<file path="config.mk">
export PLATFORM = sky130hd
export DESIGN_NAME = lane_width_trainer
export DESIGN_NICKNAME = d
export VERILOG_FILES = /design/src/rtl/lwt_pkg.sv /design/src/rtl/lwt_merge_decide.sv /design/src/rtl/lwt_err_count.sv /design/src/rtl/lwt_idle_timer.sv /design/src/rtl/lane_width_trainer.sv
export SDC_FILE = /design/constraint.sdc
export NUM_CORES = 1
export LEC_CHECK = 0
export ABC_AREA = 0
export BUFFER_PORTS_ARGS = -buffer_cell sky130_fd_sc_hd__buf_2
export CELL_PAD_IN_SITES_DETAIL_PLACEMENT = 1
export CELL_PAD_IN_SITES_GLOBAL_PLACEMENT = 1
export CORE_MARGIN = 3
export CORE_UTILIZATION = 35
export DETAILED_ROUTE_END_ITERATION = 6
export HOLD_SLACK_MARGIN = 0.02
export PLACE_DENSITY_LB_ADDON = 0.1
export SKIP_CTS_REPAIR_TIMING = 1
export SLEW_MARGIN = 20
export SYNTH_ARGS = -nofsm -noshare
export SYNTH_HDL_FRONTEND = slang
export SYNTH_SLANG_ARGS = --single-unit
</file>
<file path="constraint.sdc">
create_clock -name clk -period 0.8 [get_ports clk]
set_input_delay 0.16 -clock clk [delete_from_list [all_inputs] [get_ports clk]]
set_output_delay 0.16 -clock clk [all_outputs]
set_load 0.01 [all_outputs]
</file>
<file path="src/rtl/lwt_pkg.sv">
package lwt_pkg;
  typedef enum logic [2:0] {
    PH_POLL   = 3'd0,
    PH_TRAIN  = 3'd1,
    PH_ACTIVE = 3'd2,
    PH_RECOV  = 3'd3,
    PH_IDLE   = 3'd4
  } phase_e;

  typedef enum logic [1:0] {
    W_X1 = 2'd0,
    W_X2 = 2'd1,
    W_X4 = 2'd2,
    W_X8 = 2'd3
  } width_e;
endpackage

</file>
<file path="src/rtl/lwt_merge_decide.sv">
module lwt_merge_decide
  import lwt_pkg::*;
#(
  parameter int ID_W = 8
) (
  input  logic [1:0]      seen,
  input  logic [ID_W-1:0] id_a,
  input  logic [ID_W-1:0] id_b,
  output logic            fuse,
  output width_e          top_w
);
  always_comb begin
    fuse  = (&seen) && (id_a == id_b);
    top_w = fuse ? W_X8 : W_X4;
  end
endmodule

</file>
<file path="src/rtl/lwt_err_count.sv">
module lwt_err_count #(
  parameter int ERR_TH = 4
) (
  input  logic clk,
  input  logic rst_n,
  input  logic en,
  input  logic err,
  input  logic clr,
  output logic hit
);
  localparam int CW = $clog2(ERR_TH + 1);
  localparam logic [CW-1:0] LAST = CW'(ERR_TH - 1);

  logic [CW-1:0] cnt_q, cnt_d;
  logic          cnt_en;

  always_comb begin
    cnt_en = clr || (en && err);
    cnt_d  = clr ? '0 : cnt_q + CW'(1);
    hit    = en && err && (cnt_q == LAST);
  end

  always_ff @(posedge clk or negedge rst_n) begin
    if (!rst_n)      cnt_q <= '0;
    else if (cnt_en) cnt_q <= cnt_d;
  end
endmodule

</file>
<file path="src/rtl/lwt_idle_timer.sv">
module lwt_idle_timer #(
  parameter int IDLE_CYC = 6
) (
  input  logic clk,
  input  logic rst_n,
  input  logic run,
  output logic done
);
  localparam int TW = (IDLE_CYC > 1) ? $clog2(IDLE_CYC) : 1;
  localparam logic [TW-1:0] LAST = TW'(IDLE_CYC - 1);

  logic [TW-1:0] t_q, t_d;

  always_comb begin
    t_d  = run ? t_q + TW'(1) : '0;
    done = run && (t_q == LAST);
  end

  always_ff @(posedge clk or negedge rst_n) begin
    if (!rst_n) t_q <= '0;
    else        t_q <= t_d;
  end
endmodule

</file>
<file path="src/rtl/lane_width_trainer.sv">
module lane_width_trainer
  import lwt_pkg::*;
#(
  parameter int ID_W     = 8,
  parameter int ERR_TH   = 4,
  parameter int IDLE_CYC = 6
) (
  input  logic            clk,
  input  logic            rst_n,
  input  logic [1:0]      partner_seen_i,
  input  logic [ID_W-1:0] partner_id_a_i,
  input  logic [ID_W-1:0] partner_id_b_i,
  input  logic            train_done_i,
  input  logic            train_pass_i,
  input  logic            err_i,
  input  logic            recov_done_i,
  input  logic            recov_pass_i,
  output logic [2:0]      phase_o,
  output logic            merged_o,
  output logic [1:0]      width_o,
  output logic            link_up_o,
  output logic            sw_note_o,
  output logic            dn_reset_o
);
  // reset: asserted asynchronously, released after two clock edges
  logic [1:0] rsync_q;
  logic       srst_n;
  always_ff @(posedge clk or negedge rst_n) begin
    if (!rst_n) rsync_q <= 2'b00;
    else        rsync_q <= {rsync_q[0], 1'b1};
  end
  assign srst_n = rsync_q[1];

  phase_e state_q, state_d;
  width_e width_q, width_d;
  logic   merged_q, merged_d, cfg_en;
  logic   up_q, note_q, note_d, dnrst_q, dnrst_d;
  logic   fuse;
  width_e top_w;
  logic   err_hit, cnt_clr, idle_done;

  lwt_merge_decide #(.ID_W(ID_W)) u_merge (
    .seen  (partner_seen_i),
    .id_a  (partner_id_a_i),
    .id_b  (partner_id_b_i),
    .fuse  (fuse),
    .top_w (top_w)
  );

  lwt_err_count #(.ERR_TH(ERR_TH)) u_errs (
    .clk   (clk),
    .rst_n (srst_n),
    .en    (state_q == PH_ACTIVE),
    .err   (err_i),
    .clr   (cnt_clr),
    .hit   (err_hit)
  );

  lwt_idle_timer #(.IDLE_CYC(IDLE_CYC)) u_idle (
    .clk   (clk),
    .rst_n (srst_n),
    .run   (state_q == PH_IDLE),
    .done  (idle_done)
  );

  always_comb begin
    state_d  = state_q;
    width_d  = width_q;
    merged_d = merged_q;
    note_d   = 1'b0;
    dnrst_d  = 1'b0;
    cnt_clr  = 1'b0;
    unique case (state_q)
      PH_POLL: begin
        cnt_clr = 1'b1;
        if (|partner_seen_i) begin
          state_d  = PH_TRAIN;
          merged_d = fuse;
          width_d  = top_w;
        end
      end
      PH_TRAIN: begin
        if (train_done_i) begin
          if (train_pass_i)         state_d = PH_ACTIVE;
          else if (width_q == W_X1) state_d = PH_IDLE;
          else                      width_d = width_e'(width_q - 2'd1);
        end
      end
      PH_IDLE: begin
        if (idle_done) state_d = PH_POLL;
      end
      PH_ACTIVE: begin
        if (err_hit) begin
          state_d = PH_RECOV;
          note_d  = 1'b1;
        end
      end
      PH_RECOV: begin
        if (recov_done_i) begin
          if (recov_pass_i) begin
            state_d = PH_ACTIVE;
            cnt_clr = 1'b1;
          end else begin
            state_d = PH_POLL;
            dnrst_d = 1'b1;
          end
        end
      end
      default: state_d = PH_POLL;
    endcase
    cfg_en = (state_q == PH_POLL) || (state_q == PH_TRAIN);
  end

  always_ff @(posedge clk or negedge srst_n) begin
    if (!srst_n) begin
      state_q <= PH_POLL;
      up_q    <= 1'b0;
      note_q  <= 1'b0;
      dnrst_q <= 1'b0;
    end else begin
      state_q <= state_d;
      up_q    <= (state_d == PH_ACTIVE);
      note_q  <= note_d;
      dnrst_q <= dnrst_d;
    end
  end

  always_ff @(posedge clk or negedge srst_n) begin
    if (!srst_n) begin
      width_q  <= W_X1;
      merged_q <= 1'b0;
    end else if (cfg_en) begin
      width_q  <= width_d;
      merged_q <= merged_d;
    end
  end

  assign phase_o    = state_q;
  assign merged_o   = merged_q;
  assign width_o    = width_q;
  assign link_up_o  = up_q;
  assign sw_note_o  = note_q;
  assign dn_reset_o = dnrst_q;
endmodule

</file>
==> insert_results.sql <==
INSERT INTO impl_metrics (metric_group, metric, value, unit) VALUES
('power', 'cellLeakagePower', '0.722', 'nW'),
('floorplan', 'dieHeight', '56.9', 'um'),
('floorplan', 'initial_core_util', '38.8', '%'),
('floorplan', 'die_area', '3240', 'sq um'),
('synthesis', 'ys_async_sr_fraction', '100', '%'),
('synthesis', 'mappedNetlistArea', '908', 'sq um'),
('sta', 'final_critical_path_setup_slack', '-0.590', 'ns'),
('layout', 'fill_cells', '270', ''),
('synthesis', 'yosysTopAreaCell', 'dfrtp_1', ''),
('power', 'overall_power', '4.32', 'mW'),
('power', 'cellPowerDensity', '2900', 'nW/um^2'),
('global_route', 'grt_overflow_total', '0', ''),
('critical_path', 'worst_ep_required_time', '0.99', 'ns'),
('hold_path', 'hp-start', 'partner_seen_i[1]', ''),
('floorplan', 'die_w', '56.9', 'um'),
('sta', 'finalClockSkew', '0.0103', 'ns'),
('hold_path', 'min_path_type', 'primary input to flop', ''),
('critical_path', 'cpPeakStageDelay', '0.45', 'ns'),
('hold_path', 'hold_path_depth', '3', ''),
('synthesis', 'synth.yosys.seq_area_share', '46.8', '%'),
('critical_path', 'ff2ff_path_depth', '6', ''),
('sta', 'final-max-slew-violation-count', '0', ''),
('run', 'max-cap-violations', '0', ''),
('critical_path', 'worst_path_max_delay_cell', 'dfrtp_1', ''),
('clock_tree', 'clock_sink_count', '17', ''),
('global_route', 'maximum_number_of_pins_on_one_net_before_global_route_repair', '16', ''),
('sta', 'final-hold-violation-count', '0', ''),
('status', 'violated_checks', 'setup timing', ''),
('synthesis', 'synth_enable_flop_cells', '0', ''),
('power', 'vdd.ir_drop.worst', '1.64', 'mV'),
('critical_path', 'timing.critical_path.cells', 'buf_6, nand2_4, nor3_4, buf_6, xnor2_2, nor2_1', ''),
('clock_tree', 'clock_tree.buffer_depth', '2', ''),
('detailed_routing', 'wl_per_cell', '15.1', 'um'),
('synthesis', 'synthesis.area_per_instance', '10.2', 'sq um'),
('layout', 'nNetsFinal', '184', ''),
('detailed_routing', 'vias', '904', ''),
('sta', 'timing.hold.ws', '0.146', 'ns'),
('layout', 'area_added_between_synthesis_and_finish', '63.6', '%'),
('clock_tree', 'tritoncts.num_buffers', '3', ''),
('detailed_routing', 'detail_route.first_pass.iterations', '4', ''),
('global_route', 'first_pass_grt_wire_length', '3880', 'um'),
('layout', 'antenna_cells', '0', ''),
('global_route', 'number_of_global_route_vias_before_repair', '909', ''),
('critical_path', 'critical_path.reg2reg.endpoint', 'u_errs.cnt_q[0]', ''),
('detailed_routing', 'detail_route.drc_violations', '0', ''),
('sta', 'setup_violations', '24', ''),
('critical_path', 'timing_worst_setup_path_type', 'flop to flop', ''),
('layout', 'ratio_of_cells_with_drive_above_1_in_the_final_layout', '60.1', '%'),
('status', 'status', 'finished with violations', ''),
('sta', 'period_minus_slack', '1.39', 'ns'),
('critical_path', 'critical_path.most_common_cell', 'buf_6', ''),
('critical_path', 'ff2ff_setup_slack', '-0.59', 'ns'),
('synthesis', 'synth_top_area_share', '46.8', '%'),
('critical_path', 'critical_path.max_fanout', '6', ''),
('placement', 'port_buffers', '33', ''),
('clock_tree', 'cts_htree_levels', '1', ''),
('detailed_routing', 'first_iter_violations', '10', ''),
('critical_path', 'cp.arrival', '1.57', 'ns'),
('floorplan', 'io_pins', '34', ''),
('floorplan', 'core-area', '2340', 'sq um'),
('layout', 'finish.utilization', '63.5', '%'),
('hold_path', 'holdPathEnd', 'merged_o', ''),
('sta', 'min_period_over_period', '174', '%'),
('detailed_routing', 'ant_nets', '0', ''),
('clock_tree', 'clock_insertion_delay_worst_skew', '0.30', 'ns'),
('synthesis', 'syn_inst', '89', ''),
('sta', 'max_freq', '720', 'MHz'),
('detailed_routing', 'routed_wl', '2730', 'um'),
('detailed_routing', 'post_drt_via_cell_ratio', '4.99', ''),
('synthesis', 'dominant_register_cell_in_the_synthesized_netlist', 'dfrtp_1', ''),
('synthesis', 'synth_seq_cells', '17', '');
## area by class of cell
| type | count | share of cell area [%] |
|---|---|---|
| timing repair buffer | 62 | 28.0 |
| tap | 28 | 2.36 |
| sequential | 17 | 28.7 |
| inverter | 6 | 1.52 |
| multi-input combinational | 64 | 37.6 |
| clock buffer | 4 | 1.77 |
## cells by family (layout without fill, tap and decap cells)
logic type	Yosys count	after routing	share of synthesized area (%)
flops	17	17	46.8
xor+xnor	10	10	9.64
simple gates	36	36	23.0
buf+inv	8	72	4.27
other cells	1	1	0.413
compound gates	11	11	7.85
fa+ha+maj	5	5	6.89
mux	1	1	1.10
## power breakdown
| group | internal [mW] | switching (mW) |
|---|---|---|
| Combinational | 1.37 | 1.23 |
| Sequential | 1.07 | 0.175 |
| Clock | 0.194 | 0.287 |
## per-layer routing
| layer | track usage [%] | up-vias | part of all wire, % |
|---|---|---|---|
| li1 | - | 435 | - |
| met1 | 18.6 | 423 | 41 |
| met2 | 26.6 | 40 | 50 |
| met3 | 4.30 | 6 | 7.2 |
| met4 | 2.98 | 0 | 1.9 |
| met5 | 0 | - | 0 |
## metrics by stage
stage / area [sq um] / instances / TNS (ns) / setup slack (ns)
finish: 1490 / 181 / -9.32 / -0.590
global route: 1490 / 181 / -10.62 / -0.670
CTS: 1310 / 173 / -9.05 / -0.602
detailed placement: 1280 / 169 / -6.15 / -0.569
global placement: 1280 / 169 / -5.68 / -0.518
floorplan: 947 / 89 / -5.00 / -0.622
## synth_stat cells (all sizes together), types with 3 or more instances
cell type  number
a21oi           6
nand3           3
nor3            5
nor4            3
dfrtp          17
xnor2           6
inv             6
ha              5
nor2           10
nand2           6
xor2            4
## worst max-delay path, delay by kind of cell, from the launching register on
kind,cells,cell delay (ns)
and+or+nand+nor,3,0.41
DFF,1,0.45
buffers and inverters,2,0.31
xor gates and xnor gates,1,0.11
## state kept, by name, summed over array words and instances, names as in the netlist
name,flops
u_errs.cnt_q,3
sw_note_o,1
merged_o,1
dn_reset_o,1
link_up_o,1
width_o,2
u_idle.t_q,3
rsync_q,2
phase_o,3
## cell usage in the layout (no fill, tap or decap), types with 2 or more instances in the layout
cell type / netlist / routed
nand4_1: 2 / 2
buf_6: 1 / 7
nor3_2: 1 / 4
inv_1: 6 / 2
nand3_1: 3 / 2
nor2_1: 10 / 8
dfrtp_1: 17 / 16
ha_1: 5 / 3
inv_2: 0 / 4
xnor2_1: 6 / 5
xor2_1: 4 / 4
a21oi_1: 6 / 6
nor4_4: 1 / 2
clkbuf_4: 0 / 3
buf_2: 1 / 31
nand2_1: 6 / 3
buf_4: 0 / 23
nand2_2: 0 / 2
## worst max-delay path by stage
| stage | cells past startpoint | from | slack, ns | endpoint |
|---|---|---|---|---|
| after floorplan | 4 | phase_o[1] | -0.62 | link_up_o |
| after global placement | 6 | phase_o[1] | -0.52 | u_errs.cnt_q[0] |
| after detailed placement | 4 | phase_o[2] | -0.57 | width_o[0] |
| after CTS | 4 | phase_o[2] | -0.60 | width_o[0] |
| after global routing | 6 | phase_o[1] | -0.67 | u_errs.cnt_q[0] |
| final | 6 | phase_o[1] | -0.59 | u_errs.cnt_q[0] |
No activity file was read; power rests on OpenSTA's default activity.
